### config.mk
export PLATFORM = sky130hd
export DESIGN_NAME = dflash_cmd_ctrl
export DESIGN_NICKNAME = d
export VERILOG_FILES = /design/src/rtl/dfc_pkg.sv /design/src/rtl/dfc_frame_build.sv /design/src/rtl/dfc_spi_shift.sv /design/src/rtl/dflash_cmd_ctrl.sv
export SDC_FILE = /design/constraint.sdc
export NUM_CORES = 1
export LEC_CHECK = 0
export ABC_AREA = 1
export BUFFER_PORTS_ARGS = -buffer_cell sky130_fd_sc_hd__buf_2
export CAP_MARGIN = 10
export CORE_ASPECT_RATIO = 0.9
export CORE_MARGIN = 5
export CORE_UTILIZATION = 54
export CTS_CLUSTER_SIZE = 28
export DETAILED_ROUTE_END_ITERATION = 10
export PLACE_DENSITY = 0.74
export RECOVER_POWER = 25
export SETUP_SLACK_MARGIN = 0.1
export SKIP_LAST_GASP = 1
export SLEW_MARGIN = 5
export SYNTH_ARGS = -nofsm -noshare
export SYNTH_HDL_FRONTEND = slang
export SYNTH_SLANG_ARGS = --single-unit
export TNS_END_PERCENT = 10
### constraint.sdc
create_clock -name clk -period 1.8 [get_ports clk]
set_input_delay 0.18 -clock clk [delete_from_list [all_inputs] [get_ports clk]]
set_output_delay 0.18 -clock clk [all_outputs]
set_load 0.05 [all_outputs]
### src/rtl/dfc_pkg.sv
package dfc_pkg;

    localparam int CMD_BITS   = 8;
    localparam int PAGE_W     = 9;
    localparam int BYTE_W     = 9;
    localparam int ADDR_BITS  = 24;
    localparam int RSVD_W     = ADDR_BITS - PAGE_W - BYTE_W;
    localparam int DATA_BITS  = 8;
    localparam int PRD_DUMMY  = 32;
    localparam int BRD_DUMMY  = 8;
    localparam int TX_W       = CMD_BITS + ADDR_BITS + DATA_BITS;
    localparam int NB_W       = 7;

    localparam int NB_STATUS  = CMD_BITS + DATA_BITS;
    localparam int NB_TIMED   = CMD_BITS + ADDR_BITS;
    localparam int NB_BUF_WR  = CMD_BITS + ADDR_BITS + DATA_BITS;
    localparam int NB_BUF_RD  = CMD_BITS + ADDR_BITS + BRD_DUMMY + DATA_BITS;
    localparam int NB_PAGE_RD = CMD_BITS + ADDR_BITS + PRD_DUMMY + DATA_BITS;

    localparam logic [7:0] OPC_PAGE_RD     = 8'h52;
    localparam logic [7:0] OPC_BUF_RD      = 8'h54;
    localparam logic [7:0] OPC_PAGE_TO_BUF = 8'h53;
    localparam logic [7:0] OPC_PAGE_ERASE  = 8'h81;
    localparam logic [7:0] OPC_BLOCK_ERASE = 8'h50;

    typedef enum logic [2:0] {
        OP_PAGE_RD     = 3'd0,
        OP_BUF_RD      = 3'd1,
        OP_BUF_WR      = 3'd2,
        OP_PAGE_TO_BUF = 3'd3,
        OP_BUF_TO_PAGE = 3'd4,
        OP_PAGE_ERASE  = 3'd5,
        OP_BLOCK_ERASE = 3'd6,
        OP_STATUS      = 3'd7
    } dfc_op_e;

    typedef enum logic [2:0] {
        ST_GAP,
        ST_LAUNCH,
        ST_SHIFT,
        ST_IDLE,
        ST_DONE
    } dfc_state_e;

    typedef enum logic [1:0] {
        K_BOOT,
        K_CMD,
        K_POLL
    } dfc_kind_e;

endpackage

### src/rtl/dfc_frame_build.sv
module dfc_frame_build
    import dfc_pkg::*;
#(
    parameter logic [7:0] OPC_PROG   = 8'h83,
    parameter logic [7:0] OPC_BUF_WR = 8'h84,
    parameter logic [7:0] OPC_STATUS = 8'hD7
) (
    input  dfc_op_e            op,
    input  logic [PAGE_W-1:0]  page,
    input  logic [BYTE_W-1:0]  offs,
    input  logic [7:0]         wdata,
    output logic [TX_W-1:0]    tx_word,
    output logic [NB_W-1:0]    nbits,
    output logic               captures,
    output logic               self_timed
);

    logic [7:0] opc;

    always_comb begin
        opc        = OPC_STATUS;
        nbits      = NB_W'(NB_STATUS);
        captures   = 1'b0;
        self_timed = 1'b0;
        unique case (op)
            OP_PAGE_RD: begin
                opc = OPC_PAGE_RD;
                nbits = NB_W'(NB_PAGE_RD);
                captures = 1'b1;
            end
            OP_BUF_RD: begin
                opc = OPC_BUF_RD;
                nbits = NB_W'(NB_BUF_RD);
                captures = 1'b1;
            end
            OP_BUF_WR: begin
                opc = OPC_BUF_WR;
                nbits = NB_W'(NB_BUF_WR);
            end
            OP_PAGE_TO_BUF: begin
                opc = OPC_PAGE_TO_BUF;
                nbits = NB_W'(NB_TIMED);
                self_timed = 1'b1;
            end
            OP_BUF_TO_PAGE: begin
                opc = OPC_PROG;
                nbits = NB_W'(NB_TIMED);
                self_timed = 1'b1;
            end
            OP_PAGE_ERASE: begin
                opc = OPC_PAGE_ERASE;
                nbits = NB_W'(NB_TIMED);
                self_timed = 1'b1;
            end
            OP_BLOCK_ERASE: begin
                opc = OPC_BLOCK_ERASE;
                nbits = NB_W'(NB_TIMED);
                self_timed = 1'b1;
            end
            OP_STATUS: begin
                opc = OPC_STATUS;
                nbits = NB_W'(NB_STATUS);
                captures = 1'b1;
            end
        endcase
    end

    // Address bits trail the opcode; status frames carry no address.
    assign tx_word = (op == OP_STATUS) ? {opc, {(TX_W-CMD_BITS){1'b0}}}
                                       : {opc, {RSVD_W{1'b0}}, page, offs, wdata};

endmodule

### src/rtl/dfc_spi_shift.sv
module dfc_spi_shift
    import dfc_pkg::*;
#(
    parameter int   DIV_HALF      = 4,
    parameter logic SCK_IDLE_HIGH = 1'b0
) (
    input  logic             clk,
    input  logic             rst_n,
    input  logic             start,
    input  logic [TX_W-1:0]  tx_word,
    input  logic [NB_W-1:0]  nbits,
    input  logic             miso,
    output logic             sck,
    output logic             mosi,
    output logic             busy,
    output logic             done,
    output logic [7:0]       rx_byte
);

    localparam int DIV_W = (DIV_HALF > 1) ? $clog2(DIV_HALF) : 1;
    localparam logic [DIV_W-1:0] DIV_LAST = DIV_W'(DIV_HALF - 1);

    logic              busy_q;
    logic              ph_q;
    logic [DIV_W-1:0]  div_q;
    logic [NB_W-1:0]   cnt_q;
    logic [TX_W-1:0]   tx_q;
    logic [7:0]        rx_q;
    logic              done_q;

    always_ff @(posedge clk or negedge rst_n) begin
        if (!rst_n) begin
            busy_q <= 1'b0;
            ph_q   <= 1'b0;
            div_q  <= '0;
            cnt_q  <= '0;
            tx_q   <= '0;
            rx_q   <= '0;
            done_q <= 1'b0;
        end else begin
            done_q <= 1'b0;
            if (!busy_q) begin
                if (start) begin
                    busy_q <= 1'b1;
                    ph_q   <= 1'b0;
                    div_q  <= '0;
                    cnt_q  <= nbits;
                    tx_q   <= tx_word;
                end
            end else if (div_q == DIV_LAST) begin
                div_q <= '0;
                if (!ph_q) begin
                    ph_q <= 1'b1;
                    rx_q <= {rx_q[6:0], miso};
                end else begin
                    ph_q  <= 1'b0;
                    tx_q  <= {tx_q[TX_W-2:0], 1'b0};
                    cnt_q <= cnt_q - 1'b1;
                    if (cnt_q == NB_W'(1)) begin
                        busy_q <= 1'b0;
                        done_q <= 1'b1;
                    end
                end
            end else begin
                div_q <= div_q + 1'b1;
            end
        end
    end

    assign sck     = busy_q ? ph_q : SCK_IDLE_HIGH;
    assign mosi    = tx_q[TX_W-1];
    assign busy    = busy_q;
    assign done    = done_q;
    assign rx_byte = rx_q;

    assert_start_idle_R10: assert property (@(posedge clk) disable iff (!rst_n)
        start |-> !busy_q);
    assert_len_live_R10: assert property (@(posedge clk) disable iff (!rst_n)
        busy_q |-> (cnt_q != '0));
    assert_done_end_R10: assert property (@(posedge clk) disable iff (!rst_n)
        done_q |-> !busy_q);

endmodule

### src/rtl/dflash_cmd_ctrl.sv
module dflash_cmd_ctrl
    import dfc_pkg::*;
#(
    parameter int         DIV_HALF      = 4,
    parameter logic       SCK_IDLE_HIGH = 1'b0,
    parameter int         CS_GAP        = 8,
    parameter int         POLL_LIMIT    = 4000,
    parameter logic [7:0] OPC_PROG      = 8'h83,
    parameter logic [7:0] OPC_BUF_WR    = 8'h84,
    parameter logic [7:0] OPC_STATUS    = 8'hD7,
    parameter logic [2:0] DENSITY_CODE  = 3'b001
) (
    input  logic        clk,
    input  logic        rst_n,
    input  logic        req_valid,
    input  logic [2:0]  req_op,
    input  logic [8:0]  req_page,
    input  logic [8:0]  req_byte,
    input  logic [7:0]  req_wdata,
    output logic        req_ready,
    output logic        done,
    output logic [7:0]  rd_data,
    output logic        err_timeout,
    output logic        err_density,
    output logic        spi_cs_n,
    output logic        spi_sck,
    output logic        spi_mosi,
    input  logic        spi_miso
);

    localparam int GAP_W  = $clog2(CS_GAP + 1);
    localparam int POLL_W = $clog2(POLL_LIMIT + 1);
    localparam logic [GAP_W-1:0]  GAP_LAST  = GAP_W'(CS_GAP - 1);
    localparam logic [POLL_W-1:0] POLL_LAST = POLL_W'(POLL_LIMIT - 1);

    dfc_state_e         state_q, state_d;
    dfc_state_e         gap_ret_q;
    dfc_kind_e          kind_q;
    dfc_op_e            op_q;
    logic [PAGE_W-1:0]  page_q;
    logic [BYTE_W-1:0]  byte_q;
    logic [7:0]         wdata_q;
    logic [GAP_W-1:0]   gap_cnt_q;
    logic [POLL_W-1:0]  poll_cnt_q;
    logic [7:0]         rd_data_q;
    logic               err_to_q;
    logic               err_dens_q;

    dfc_op_e            fb_op;
    logic [TX_W-1:0]    fb_tx;
    logic [NB_W-1:0]    fb_nbits;
    logic               fb_captures;
    logic               fb_timed;

    logic               sh_start;
    logic               sh_busy;
    logic               sh_done;
    logic [7:0]         sh_rx;

    assign fb_op = (kind_q == K_CMD) ? op_q : OP_STATUS;

    dfc_frame_build #(
        .OPC_PROG   (OPC_PROG),
        .OPC_BUF_WR (OPC_BUF_WR),
        .OPC_STATUS (OPC_STATUS)
    ) frame_i (
        .op         (fb_op),
        .page       (page_q),
        .offs       (byte_q),
        .wdata      (wdata_q),
        .tx_word    (fb_tx),
        .nbits      (fb_nbits),
        .captures   (fb_captures),
        .self_timed (fb_timed)
    );

    dfc_spi_shift #(
        .DIV_HALF      (DIV_HALF),
        .SCK_IDLE_HIGH (SCK_IDLE_HIGH)
    ) shift_i (
        .clk     (clk),
        .rst_n   (rst_n),
        .start   (sh_start),
        .tx_word (fb_tx),
        .nbits   (fb_nbits),
        .miso    (spi_miso),
        .sck     (spi_sck),
        .mosi    (spi_mosi),
        .busy    (sh_busy),
        .done    (sh_done),
        .rx_byte (sh_rx)
    );

    // Next-state logic
    always_comb begin
        state_d = state_q;
        unique case (state_q)
            ST_IDLE:   if (req_valid) state_d = ST_LAUNCH;
            ST_LAUNCH: state_d = ST_SHIFT;
            ST_SHIFT:  if (sh_done) state_d = ST_GAP;
            ST_GAP:    if (gap_cnt_q == GAP_LAST) state_d = gap_ret_q;
            ST_DONE:   state_d = ST_IDLE;
        endcase
    end

    // State register
    always_ff @(posedge clk or negedge rst_n) begin
        if (!rst_n) state_q <= ST_GAP;
        else        state_q <= state_d;
    end

    // Frame context, counters and results
    always_ff @(posedge clk or negedge rst_n) begin
        if (!rst_n) begin
            gap_ret_q  <= ST_LAUNCH;
            kind_q     <= K_BOOT;
            op_q       <= OP_STATUS;
            page_q     <= '0;
            byte_q     <= '0;
            wdata_q    <= '0;
            gap_cnt_q  <= '0;
            poll_cnt_q <= '0;
            rd_data_q  <= '0;
            err_to_q   <= 1'b0;
            err_dens_q <= 1'b0;
        end else begin
            gap_cnt_q <= (state_q == ST_GAP) ? gap_cnt_q + 1'b1 : '0;
            if (state_q == ST_IDLE && req_valid) begin
                kind_q     <= K_CMD;
                op_q       <= dfc_op_e'(req_op);
                page_q     <= req_page;
                byte_q     <= req_byte;
                wdata_q    <= req_wdata;
                poll_cnt_q <= '0;
                err_to_q   <= 1'b0;
            end
            if (state_q == ST_SHIFT && sh_done) begin
                unique case (kind_q)
                    K_BOOT: begin
                        err_dens_q <= (sh_rx[5:3] != DENSITY_CODE);
                        gap_ret_q  <= ST_IDLE;
                    end
                    K_CMD: begin
                        if (fb_captures) rd_data_q <= sh_rx;
                        if (fb_timed) begin
                            kind_q    <= K_POLL;
                            gap_ret_q <= ST_LAUNCH;
                        end else begin
                            gap_ret_q <= ST_DONE;
                        end
                    end
                    K_POLL: begin
                        poll_cnt_q <= poll_cnt_q + 1'b1;
                        if (sh_rx[7]) begin
                            gap_ret_q <= ST_DONE;
                        end else if (poll_cnt_q == POLL_LAST) begin
                            err_to_q  <= 1'b1;
                            gap_ret_q <= ST_DONE;
                        end else begin
                            gap_ret_q <= ST_LAUNCH;
                        end
                    end
                    default: gap_ret_q <= ST_DONE;
                endcase
            end
        end
    end

    // Outputs
    always_comb begin
        req_ready = (state_q == ST_IDLE);
        done      = (state_q == ST_DONE);
        sh_start  = (state_q == ST_LAUNCH);
        spi_cs_n  = !((state_q == ST_LAUNCH) || (state_q == ST_SHIFT));
    end

    assign rd_data     = rd_data_q;
    assign err_timeout = err_to_q;
    assign err_density = err_dens_q;

    // Chip-select high-time tracker for the gap check
    logic [GAP_W-1:0] cs_hi_q;
    always_ff @(posedge clk or negedge rst_n) begin
        if (!rst_n)                  cs_hi_q <= '0;
        else if (!spi_cs_n)          cs_hi_q <= '0;
        else if (cs_hi_q != GAP_W'(CS_GAP)) cs_hi_q <= cs_hi_q + 1'b1;
    end

    assert_cs_gap_R9: assert property (@(posedge clk) disable iff (!rst_n)
        $fell(spi_cs_n) |-> (cs_hi_q == GAP_W'(CS_GAP)));
    assert_sck_idle_R10: assert property (@(posedge clk) disable iff (!rst_n)
        spi_cs_n |-> (spi_sck == SCK_IDLE_HIGH));
    assert_done_pulse_R12: assert property (@(posedge clk) disable iff (!rst_n)
        done |=> !done);
    assert_ready_quiet_R11: assert property (@(posedge clk) disable iff (!rst_n)
        req_ready |-> (spi_cs_n && !sh_busy));
    assert_clear_on_accept_R8: assert property (@(posedge clk) disable iff (!rst_n)
        (req_valid && req_ready) |=> !err_timeout);
    assert_poll_bound_R8: assert property (@(posedge clk) disable iff (!rst_n)
        poll_cnt_q <= POLL_W'(POLL_LIMIT));

endmodule

# Word level (Yosys, flattened, before mapping)
# Index checks and enable logic that the tools add are counted.
totals:
  memories: 0
  mem_bits_rw: 0
  in_bits: 33
  rom_bits: 0
  word_cells: 115
  latch_bits: 0
  reg_bits: 123
classes:
  reduce_logical: 16
  n_addsub: 4
  order_cmp: 0
  mul: 0
  eq_ne: 23
  n_bitwise: 1
  shift: 0
  mux: 52
  div_mod_pow: 0
op_table:
  columns: ["cell", "count"]
  rows:
  - ["$mux 40", 4]
  - ["$pmux 8 s8", 1]
  - ["$mux 12", 3]
  - ["$pmux 7 s5", 1]
  - ["$mux 7", 4]
  - ["$mux 26", 1]
  - ["$mux 1", 21]
  - ["$mux 3", 7]
  - ["$eq 3x3->1 const B", 5]
  - ["$pmux 3 s5", 1]
  - ["$mux 2", 7]
  - ["$add 12x1->12 const B", 1]
  - ["$eq 12x12->1 const B", 1]
  - ["$eq 3x2->1 const B", 4]
  - ["$reduce_and 3->1", 4]
  - ["$pmux 3 s3", 1]
  - ["$ne 2x2->1 const B", 4]
  - ["$eq 7x1->1 const B", 1]
  - ["$sub 7x1->7 const B", 1]
  - ["$eq 3x1->1 const B", 2]
  - ["$logic_not 3->1", 2]
  - ["$add 4x1->4 const B", 1]
  - ["$eq 2x2->1 const B", 2]
  - ["$eq 4x3->1 const B", 1]
  - ["14 further kinds", 16]

# Depth between registers and ports, before layout
# Gate-level depths: netlist (run 1).
logic_depth:
  depth_word: 8
  ltp_mapped: 14

# Hierarchy
# Synthesis (run 1) repeated with hierarchy kept, for this count alone.
hier_totals:
  cells_unflattened: 792
  hier_area_um2: 6267.3
modules_own_cells:
  columns: ["module", "cells_per_inst", "area_each_um2", "instances", "seq_area_each_um2"]
  rows:
  - ["dflash_cmd_ctrl", 362, 2970.3, 1, 1581.5]
  - ["dfc_spi_shift", 331, 2778.9, 1, 1501.4]
  - ["dfc_frame_build", 99, 518.0, 1, 0.0]

# Worst setup path before layout (run 1)
# OpenSTA, ideal clock, no wires.
synth_timing:
  path_type: "register to register"
  start: "register kind_q[1]"
  end: "register rd_data_q[7], in the netlist rd_data[7]"
  t_required_ps: 1724
  slack_ps: -9
  period_less_slack_ps: 1809
  setup_time_ps: 76
  arrival_time_ps: 1733
  stages_incl_launch_ff: 12
  path_buffers: 1
  path_cell_list: "dfrtp_1 -> inv_2 -> nand2_1 -> nor2_1 -> inv_1 -> ha_1 -> nand2_2 -> o21ai_2 -> o21ai_4 -> buf_6 -> nand2_1 -> o21ai_1"
synth_via:
  elab_chain_cells: 6
synth_rtl:
  columns: ["element", "line", "text"]
  rows:
  - ["start, declared", "dflash_cmd_ctrl.sv:38", "dfc_kind_e kind_q;"]
  - ["start signal, assigned", "dflash_cmd_ctrl.sv:116", "kind_q <= K_BOOT;"]
  - ["start signal, assigned", "dflash_cmd_ctrl.sv:129", "kind_q <= K_CMD;"]
  - ["start signal, assigned", "dflash_cmd_ctrl.sv:146", "kind_q <= K_POLL;"]
  - ["$eq 2x1->1 (*)", "dflash_cmd_ctrl.sv:60, dflash_cmd_ctrl.sv:138", null]
  - ["$mux 3", "dflash_cmd_ctrl.sv:60", "assign fb_op = (kind_q == K_CMD) ? op_q : OP_STATUS;"]
  - ["$eq 3x1->1, or another cell as far along", "dfc_frame_build.sv:25", "unique case (op)"]
  - ["$reduce_or 3->1 (no line)", null, null]
  - ["$mux 1", "dfc_frame_build.sv:25", null]
  - ["$reduce_and 3->1 (no line) (*)", null, null]
  - ["end signal, assigned", "dflash_cmd_ctrl.sv:144", "if (fb_captures) rd_data_q <= sh_rx;"]
  - ["end, declared", "dflash_cmd_ctrl.sv:45", "logic [7:0] rd_data_q;"]
# Mark *: on every way between the ends. The rest lies on a longest branch, timed or not.
# A chain may end at the register's enable or synchronous reset.

# Final worst setup path (run 1)
layout_timing:
  start: "register state_q[2]"
  end: "register shift_i.cnt_q[4]"
layout_via:
  elab_chain_cells: 3
layout_rtl:
  columns: ["element", "line", "text"]
  rows:
  - ["start, declared", "dflash_cmd_ctrl.sv:36", "dfc_state_e state_q, state_d;"]
  - ["start signal, assigned", "dflash_cmd_ctrl.sv:109", "else state_q <= state_d;"]
  - ["$eq 3x1->1", "dflash_cmd_ctrl.sv:173", "sh_start = (state_q == ST_LAUNCH);"]
  - ["$reduce_bool 2->1 (no line)", null, null]
  - ["$reduce_and 3->1 (no line)", null, null]
  - ["end signal, assigned", "dfc_spi_shift.sv:47", "cnt_q <= nbits;"]
  - ["end signal, assigned", "dfc_spi_shift.sv:58", "cnt_q <= cnt_q - 1'b1;"]
  - ["end, declared", "dfc_spi_shift.sv:26", "logic [NB_W-1:0] cnt_q;"]
# Every way passes these cells.

==> results of run 1 <==
[layout make-up]
| cell class | count | share of cell area |
|---|---|---|
| Sequential cell | 123 | 0.427 |
| Clock buffer | 20 | 0.0646 |
| Multi-Input combinational cell | 470 | 0.321 |
| Timing Repair Buffer | 107 | 0.107 |
| Inverter | 62 | 0.0326 |
| Tap cell | 129 | 0.0223 |
| Clock inverter | 12 | 0.0255 |
[cells in the mapped netlist (8+ instances only)]
| master | number | area (sq um) |
|---|---|---|
| o22ai_1 | 8 | 50.1 |
| dfrtp_1 | 119 | 2980 |
| buf_2 | 13 | 65.1 |
| inv_1 | 55 | 206 |
| a21oi_1 | 69 | 345 |
| nor2_1 | 60 | 225 |
| ha_1 | 8 | 100 |
| nand3_1 | 56 | 280 |
| o21ai_0 | 35 | 175 |
| nand2_1 | 185 | 694 |
| o21ai_1 | 8 | 40.0 |
[worst max path at each step]
stage / from / endpoint / slack (ps) / cells after the start
6_report: state_q[2] / shift_i.cnt_q[4] / 90 / 7
5_1_grt: state_q[2] / shift_i.cnt_q[4] / -20 / 7
4_1_cts: kind_q[1] / shift_i.cnt_q[3] / 3 / 14
3_5_place_dp: kind_q[1] / kind_q[1] / -20 / 13
3_3_place_gp: kind_q[1] / shift_i.cnt_q[3] / 70 / 14
2_1_floorplan: kind_q[1] / kind_q[1] / 90 / 13
[per-layer routing]
metal / routed length [um] / vias to the layer above / global-route usage
li1: - / 2437 / -
met1: 6160 / 2415 / 0.290
met2: 6720 / 155 / 0.371
met3: 661 / 23 / 0.0431
met4: 234 / 0 / 0.103
met5: 0 / - / 0
[metrics by stage]
stage | total power [uW] | hold slack [ps] | cell area [sq um] | worst slack [ps] | instances
after global placement | 3010 | 100 | 6180 | 66.4 | 853
after CTS | 6780 | 8.83 | 7130 | 3.35 | 913
after global routing | 6930 | 17.8 | 7230 | -20.3 | 923
after floorplan | 2900 | -116 | 5740 | 85.6 | 682
final | 6730 | 11.7 | 7230 | 88.7 | 923
after detailed placement | 3020 | 105 | 6180 | -23.3 | 853
[registers in the layout (all words and copies together) (netlist names)]
register         flops
byte_q               9
err_density          1
err_timeout          1
gap_cnt_q            4
gap_ret_q            3
kind_q               2
op_q                 3
page_q               9
poll_cnt_q          12
rd_data              8
shift_i.busy         1
shift_i.cnt_q        7
shift_i.div_q        2
shift_i.done         1
shift_i.ph_q         1
shift_i.rx_byte      8
shift_i.tx_q        40
state_q              3
wdata_q              8
[cell families after synthesis]
group / after synthesis / synth area share
xor+xnor: 2 / 0.00307
flops: 123 / 0.540
fa+ha+maj: 8 / 0.0175
compound gates: 132 / 0.125
simple gates: 327 / 0.246
buf+inv: 90 / 0.0692
[worst max-delay path: cells and delay by family (launching register included)]
kind | cells | cell delay (ps)
compound gates | 2 | 300
buf+inv | 2 | 330
flops | 1 | 400
simple gates | 3 | 540
[where the power goes]
group / internal, uW / switching [uW]
Sequential: 2810 / 24.4
Clock: 2440 / 1290
Combinational: 80.8 / 94.4
[timing repair]
item                       4_1_cts  5_1_grt
pin swaps                        1        7
setup buffers                    1        9
hold endpoints to repair        77        0
setup endpoints to repair       24       63
gates cloned                     0        1
resized for setup                1       17
hold buffers                    27        0
==> summary.md, run 1 <==
| Metric | Value |
|---|---|
| Die X | `118 um` |
| Critical Path End Type | `register` |
| Setup crit start kind | `register` |
| Commonest non-fill, non-tap cell in the layout | `nand2_1` |
| Async set-or-reset flop fraction in the synthesized netlist | `1.00` |
| Pin count of the biggest net entering global routing | `47` |
| Post-synth EDFFs | `0` |
| Reg2Reg Launch Point | `state_q[2]` |
| Mean post-synth cell area | `8.38 sq um` |
| Worst Max-Slew Pin Slew | `1000 ps` |
| Worst-path cell chain | `inv_2 -> nand3_4 -> nor2_2 -> nor2_2 -> buf_4 -> a21oi_1 -> a21oi_1` |
| Peak VDD IR | `0.788 mV` |
| Power Density | `932 nW/um^2` |
| Io pins | `48` |
| Worst skew pair latency | `420 ps` |
| WP data arrival | `2000 ps` |
| GP Congestion | `0.889` |
| Leakage dissipation | `0.00364 uW` |
| DRC violations left | `0` |
| Clk buf depth | `2` |
| H-Tree Depth | `4` |
| Slew margin rel. | `0.333` |
| Row count | `35` |
| Crit path time final | `1710 ps` |
| Final layout net count | `822` |
| Hold crit path type | `input pin to register` |
| Die ar. | `12700 sq um` |
| Share of layout cells above drive strength 1 | `0.193` |
| Yosys cell types | `36` |
| RSZ-0062 raised after global routing | `yes` |
| Syn_nets | `723` |
| Reg2Reg Depth | `7` |
| Filler cell count | `749` |
| Via density | `5.45` |
| Antenna Nets Post-Route | `0` |
| DP Wirelength | `8570 um` |
| WHS Path Cells | `3` |
| Final WL | `13800 um` |
| CP peak stage delay | `400 ps` |
| All-layer global routing usage | `0.225` |
| Setup Total Neg Slack | `0 ps` |
| Area Growth Syn to Fin | `26.5%` |
| MaxCap Viol Count | `0` |
| Initial antenna violation count | `0` |
| Setup Skew | `7.61 ps` |
| Reg2Reg Setup Slack | `90 ps` |
| DR WL/cell | `14.9 um` |
| Pre-antenna DRT Iters | `5` |
| Final setup viols | `0` |
| Cells after Synth | `682` |
| Primary FF master, synth | `dfrtp_1` |
| CTS tree | `built` |
| Register area share after synthesis | `0.540` |
| Clock Sinks | `123` |
| Commonest non-fill, non-tap cells in the layout | `183 x nand2_1, 119 x dfrtp_1, 68 x a21oi_1` |
| Global-route wire length before repair | `23300 um` |
| Status | `finished, final reports clean` |
| Core ar. | `10300 sq um` |
| Register area | `3080 sq um` |
| DR iter-0 viols | `385` |
| Max FO, Critical Path | `7` |
| CP Class | `register to register` |
| Fin util | `0.702` |
| Mapped cell area | `5710 sq um` |
| Required time worst endpoint | `2090 ps` |
| WHS Endpoint | `shift_i.rx_byte[0]` |
| Tcrit/Tclk final | `0.951` |
| Worst path slowest cell | `dfrtp_1` |
| Via count | `5030` |
| CTS buffer count | `17` |
| Final hold vios | `0` |
| YS warnings | `0` |
| PortBufs | `47` |
| Die Ht | `108 um` |
| HP Start | `spi_miso` |
| Clk pin slew, worst setup/hold paths | `60 ps` |
| Highest clock rate | `0.584 GHz` |
| Worst r2r dst | `shift_i.cnt_q[4]` |
| Root Driver | `clkbuf_16` |
| Initial Util | `0.555` |
| Number of antenna diodes | `0` |
| Number of global-route vias before repair | `5042` |
| Multi-input gate area | `2320 sq um` |
| Aggregate global routing overflow | `0` |
| Synth Register Bits | `123` |
| Final max-slew violation count | `0` |
Power figures use the tool's default switching activity.
==> run 2: changes to the inputs <==
Settings changed: CORE_ASPECT_RATIO 0.9 to 0.7, SETUP_SLACK_MARGIN 0.1 to default.
==> run 2 against run 1 <==
  * Largest cell class unchanged
  * Sequential share of layout area grew 0.64 points
  * Die area grew 0.23%
  * Combinational power grew 7%
  * Clock-buffer cell count fell by 1
==> summary.md, run 2 (synthesis gave the netlist of run 1 again) <==
| Metric | Value |
|---|---|
| Pre-antenna DRT Iters | `5` |
| WHS Endpoint | `shift_i.rx_byte[0]` |
| Worst setup margin | `48.2 ps` |
| Crit path launch | `op_q[0]` |
| All-layer global routing usage | `0.229` |
| Slew margin rel. | `0.225` |
| Setup Total Neg Slack | `0 ps` |
| Worst skew pair latency | `420 ps` |
| CP peak stage delay | `580 ps` |
| Worst-path cell chain | `nor2_4 -> buf_4 -> ha_2 -> nor2_4 -> inv_1 -> nand2_1 -> nand2_1 -> nor2_2 -> inv_1 -> nand2_1 -> o21ai_0` |
| Worst path slowest cell | `dfstp_2` |
| Pin count of the biggest net entering global routing | `39` |
| Cell mode on critical path | `nand2_1` |
| H-Tree Depth | `4` |
| Die Ht | `96.1 um` |
| Commonest non-fill, non-tap cells in the layout | `184 x nand2_1, 119 x dfrtp_1, 69 x a21oi_1` |
| MaxCap Viol Count | `0` |
| Initial Util | `0.552` |
| Aggregate global routing overflow | `0` |
| Share of layout cells above drive strength 1 | `0.177` |
| Io pins | `48` |
| Peak VDD IR | `0.633 mV` |
| Number of global-route vias before repair | `4811` |
| Reg2Reg Setup Slack | `50 ps` |
| Setup crit start kind | `register` |
| Max FFs per register | `40` |
| Final hold vios | `0` |
| Global-route wire length before repair | `23100 um` |
| Tcrit/Tclk final | `0.973` |
| Top reg by flops | `shift_i.tx_q` |
| Reg2Reg Depth | `11` |
| Biggest regs | `shift_i.tx_q (40), poll_cnt_q (12)` |
| Clk buf depth | `2` |
| Final WL | `13700 um` |
| RSZ-0062 raised after global routing | `yes` |
| Final layout net count | `819` |
| Pre-CTS setup slack | `-66.9 ps` |
| Core ar. | `10400 sq um` |
| Setup Skew | `7.37 ps` |
| Initial antenna violation count | `0` |
| Via count | `5000` |
| Hold crit path type | `input pin to register` |
| CP Class | `register to register` |
| CTS buffer count | `17` |
| GP Congestion | `0.869` |
| Die ar. | `12800 sq um` |
| Reg2Reg Launch Point | `op_q[0]` |
| Commonest non-fill, non-tap cell in the layout | `nand2_1` |
| Row count | `31` |
| Root Driver | `clkbuf_16` |
| Worst Max-Slew Pin Slew | `1160 ps` |
| Max FO, Critical Path | `4` |
| DR iter-0 viols | `507` |
| CTS tree | `built` |
| Min Hold Slack | `11.7 ps` |
| Required time worst endpoint | `2080 ps` |
| DP Wirelength | `8790 um` |
| Number of antenna diodes | `0` |
| Clk pin slew, worst setup/hold paths | `60 ps` |
| DR WL/cell | `14.9 um` |
| Leakage dissipation | `0.00360 uW` |
| Highest clock rate | `0.571 GHz` |
| Status | `finished, final reports clean` |
| HP Start | `spi_miso` |
| PortBufs | `47` |
| Crit path time final | `1750 ps` |
| DRC violations left | `0` |
| Final max-slew violation count | `0` |
| Area Growth Syn to Fin | `24.6%` |
| Die X | `133 um` |
| Final setup viols | `0` |
| Critical Path End Type | `register` |
| Antenna Nets Post-Route | `0` |
| Worst r2r dst | `kind_q[1]` |
| WHS Path Cells | `3` |
| WP data arrival | `2030 ps` |
| Power Density | `855 nW/um^2` |
| Clock Sinks | `123` |
| Via density | `5.42` |
## run 2: worst max-delay path, delay by kind of cell (launching register included)
family,cells,cell delay [ps]
adders and majority gates,1,210
DFF,1,580
buffers and inverters,3,270
AOI/OAI and AO/OA,1,90
and+or+nand+nor,6,470
## run 2: through the flow
stage,total power (uW),instance area (sq um),cells,util
finish,6090,7120,923,0.687
global route,6280,7120,923,0.687
CTS,6120,7070,921,0.682
detailed placement,3020,6220,858,0.601
global placement,3010,6220,858,0.601
floorplan,2900,5720,682,-
## run 2: power breakdown
| part | total, uW | leakage (uW) | internal (uW) | switching (uW) |
|---|---|---|---|---|
| sequential | 2830 | 0.00162 | 2810 | 23.9 |
| clock | 3070 | 0.000259 | 1800 | 1270 |
| combinational | 188 | 0.00172 | 91.7 | 96.8 |
## run 2: repair_timing
action | in CTS | in global routing
pin swaps | 3 | 5
setup endpoints to repair | 15 | 43
gates resized for setup | 1 | 11
hold buffers | 29 | 0
hold endpoints to repair | 150 | 0
setup buffers | 2 | 2
## run 2: how the worst max path moves through the flow
stage / cells after the start / to
finish: 11 / kind_q[1]
global route: 14 / shift_i.cnt_q[6]
CTS: 13 / kind_q[1]
detailed placement: 13 / kind_q[1]
global placement: 14 / shift_i.cnt_q[3]
floorplan: 11 / rd_data[7]
## run 2: final cells by class
| cell class | instances | area (sq um) |
|---|---|---|
| Sequential cell | 123 | 3080 |
| Clock inverter | 13 | 95.1 |
| Multi-Input combinational cell | 469 | 2280 |
| Tap cell | 132 | 165 |
| Inverter | 62 | 233 |
| Fill cell | 770 | 3240 |
| Timing Repair Buffer | 105 | 817 |
| Clock buffer | 19 | 443 |
## run 2: per-layer routing
| layer | routed length [um] | vias up | global-route usage | part of all wire |
|---|---|---|---|---|
| met5 | 0 | - | 0 | 0 |
| met3 | 815 | 19 | 0.0590 | 0.059 |
| met1 | 6380 | 2409 | 0.313 | 0.46 |
| li1 | - | 2421 | - | - |
| met2 | 6360 | 151 | 0.364 | 0.46 |
| met4 | 180 | 0 | 0.0683 | 0.013 |
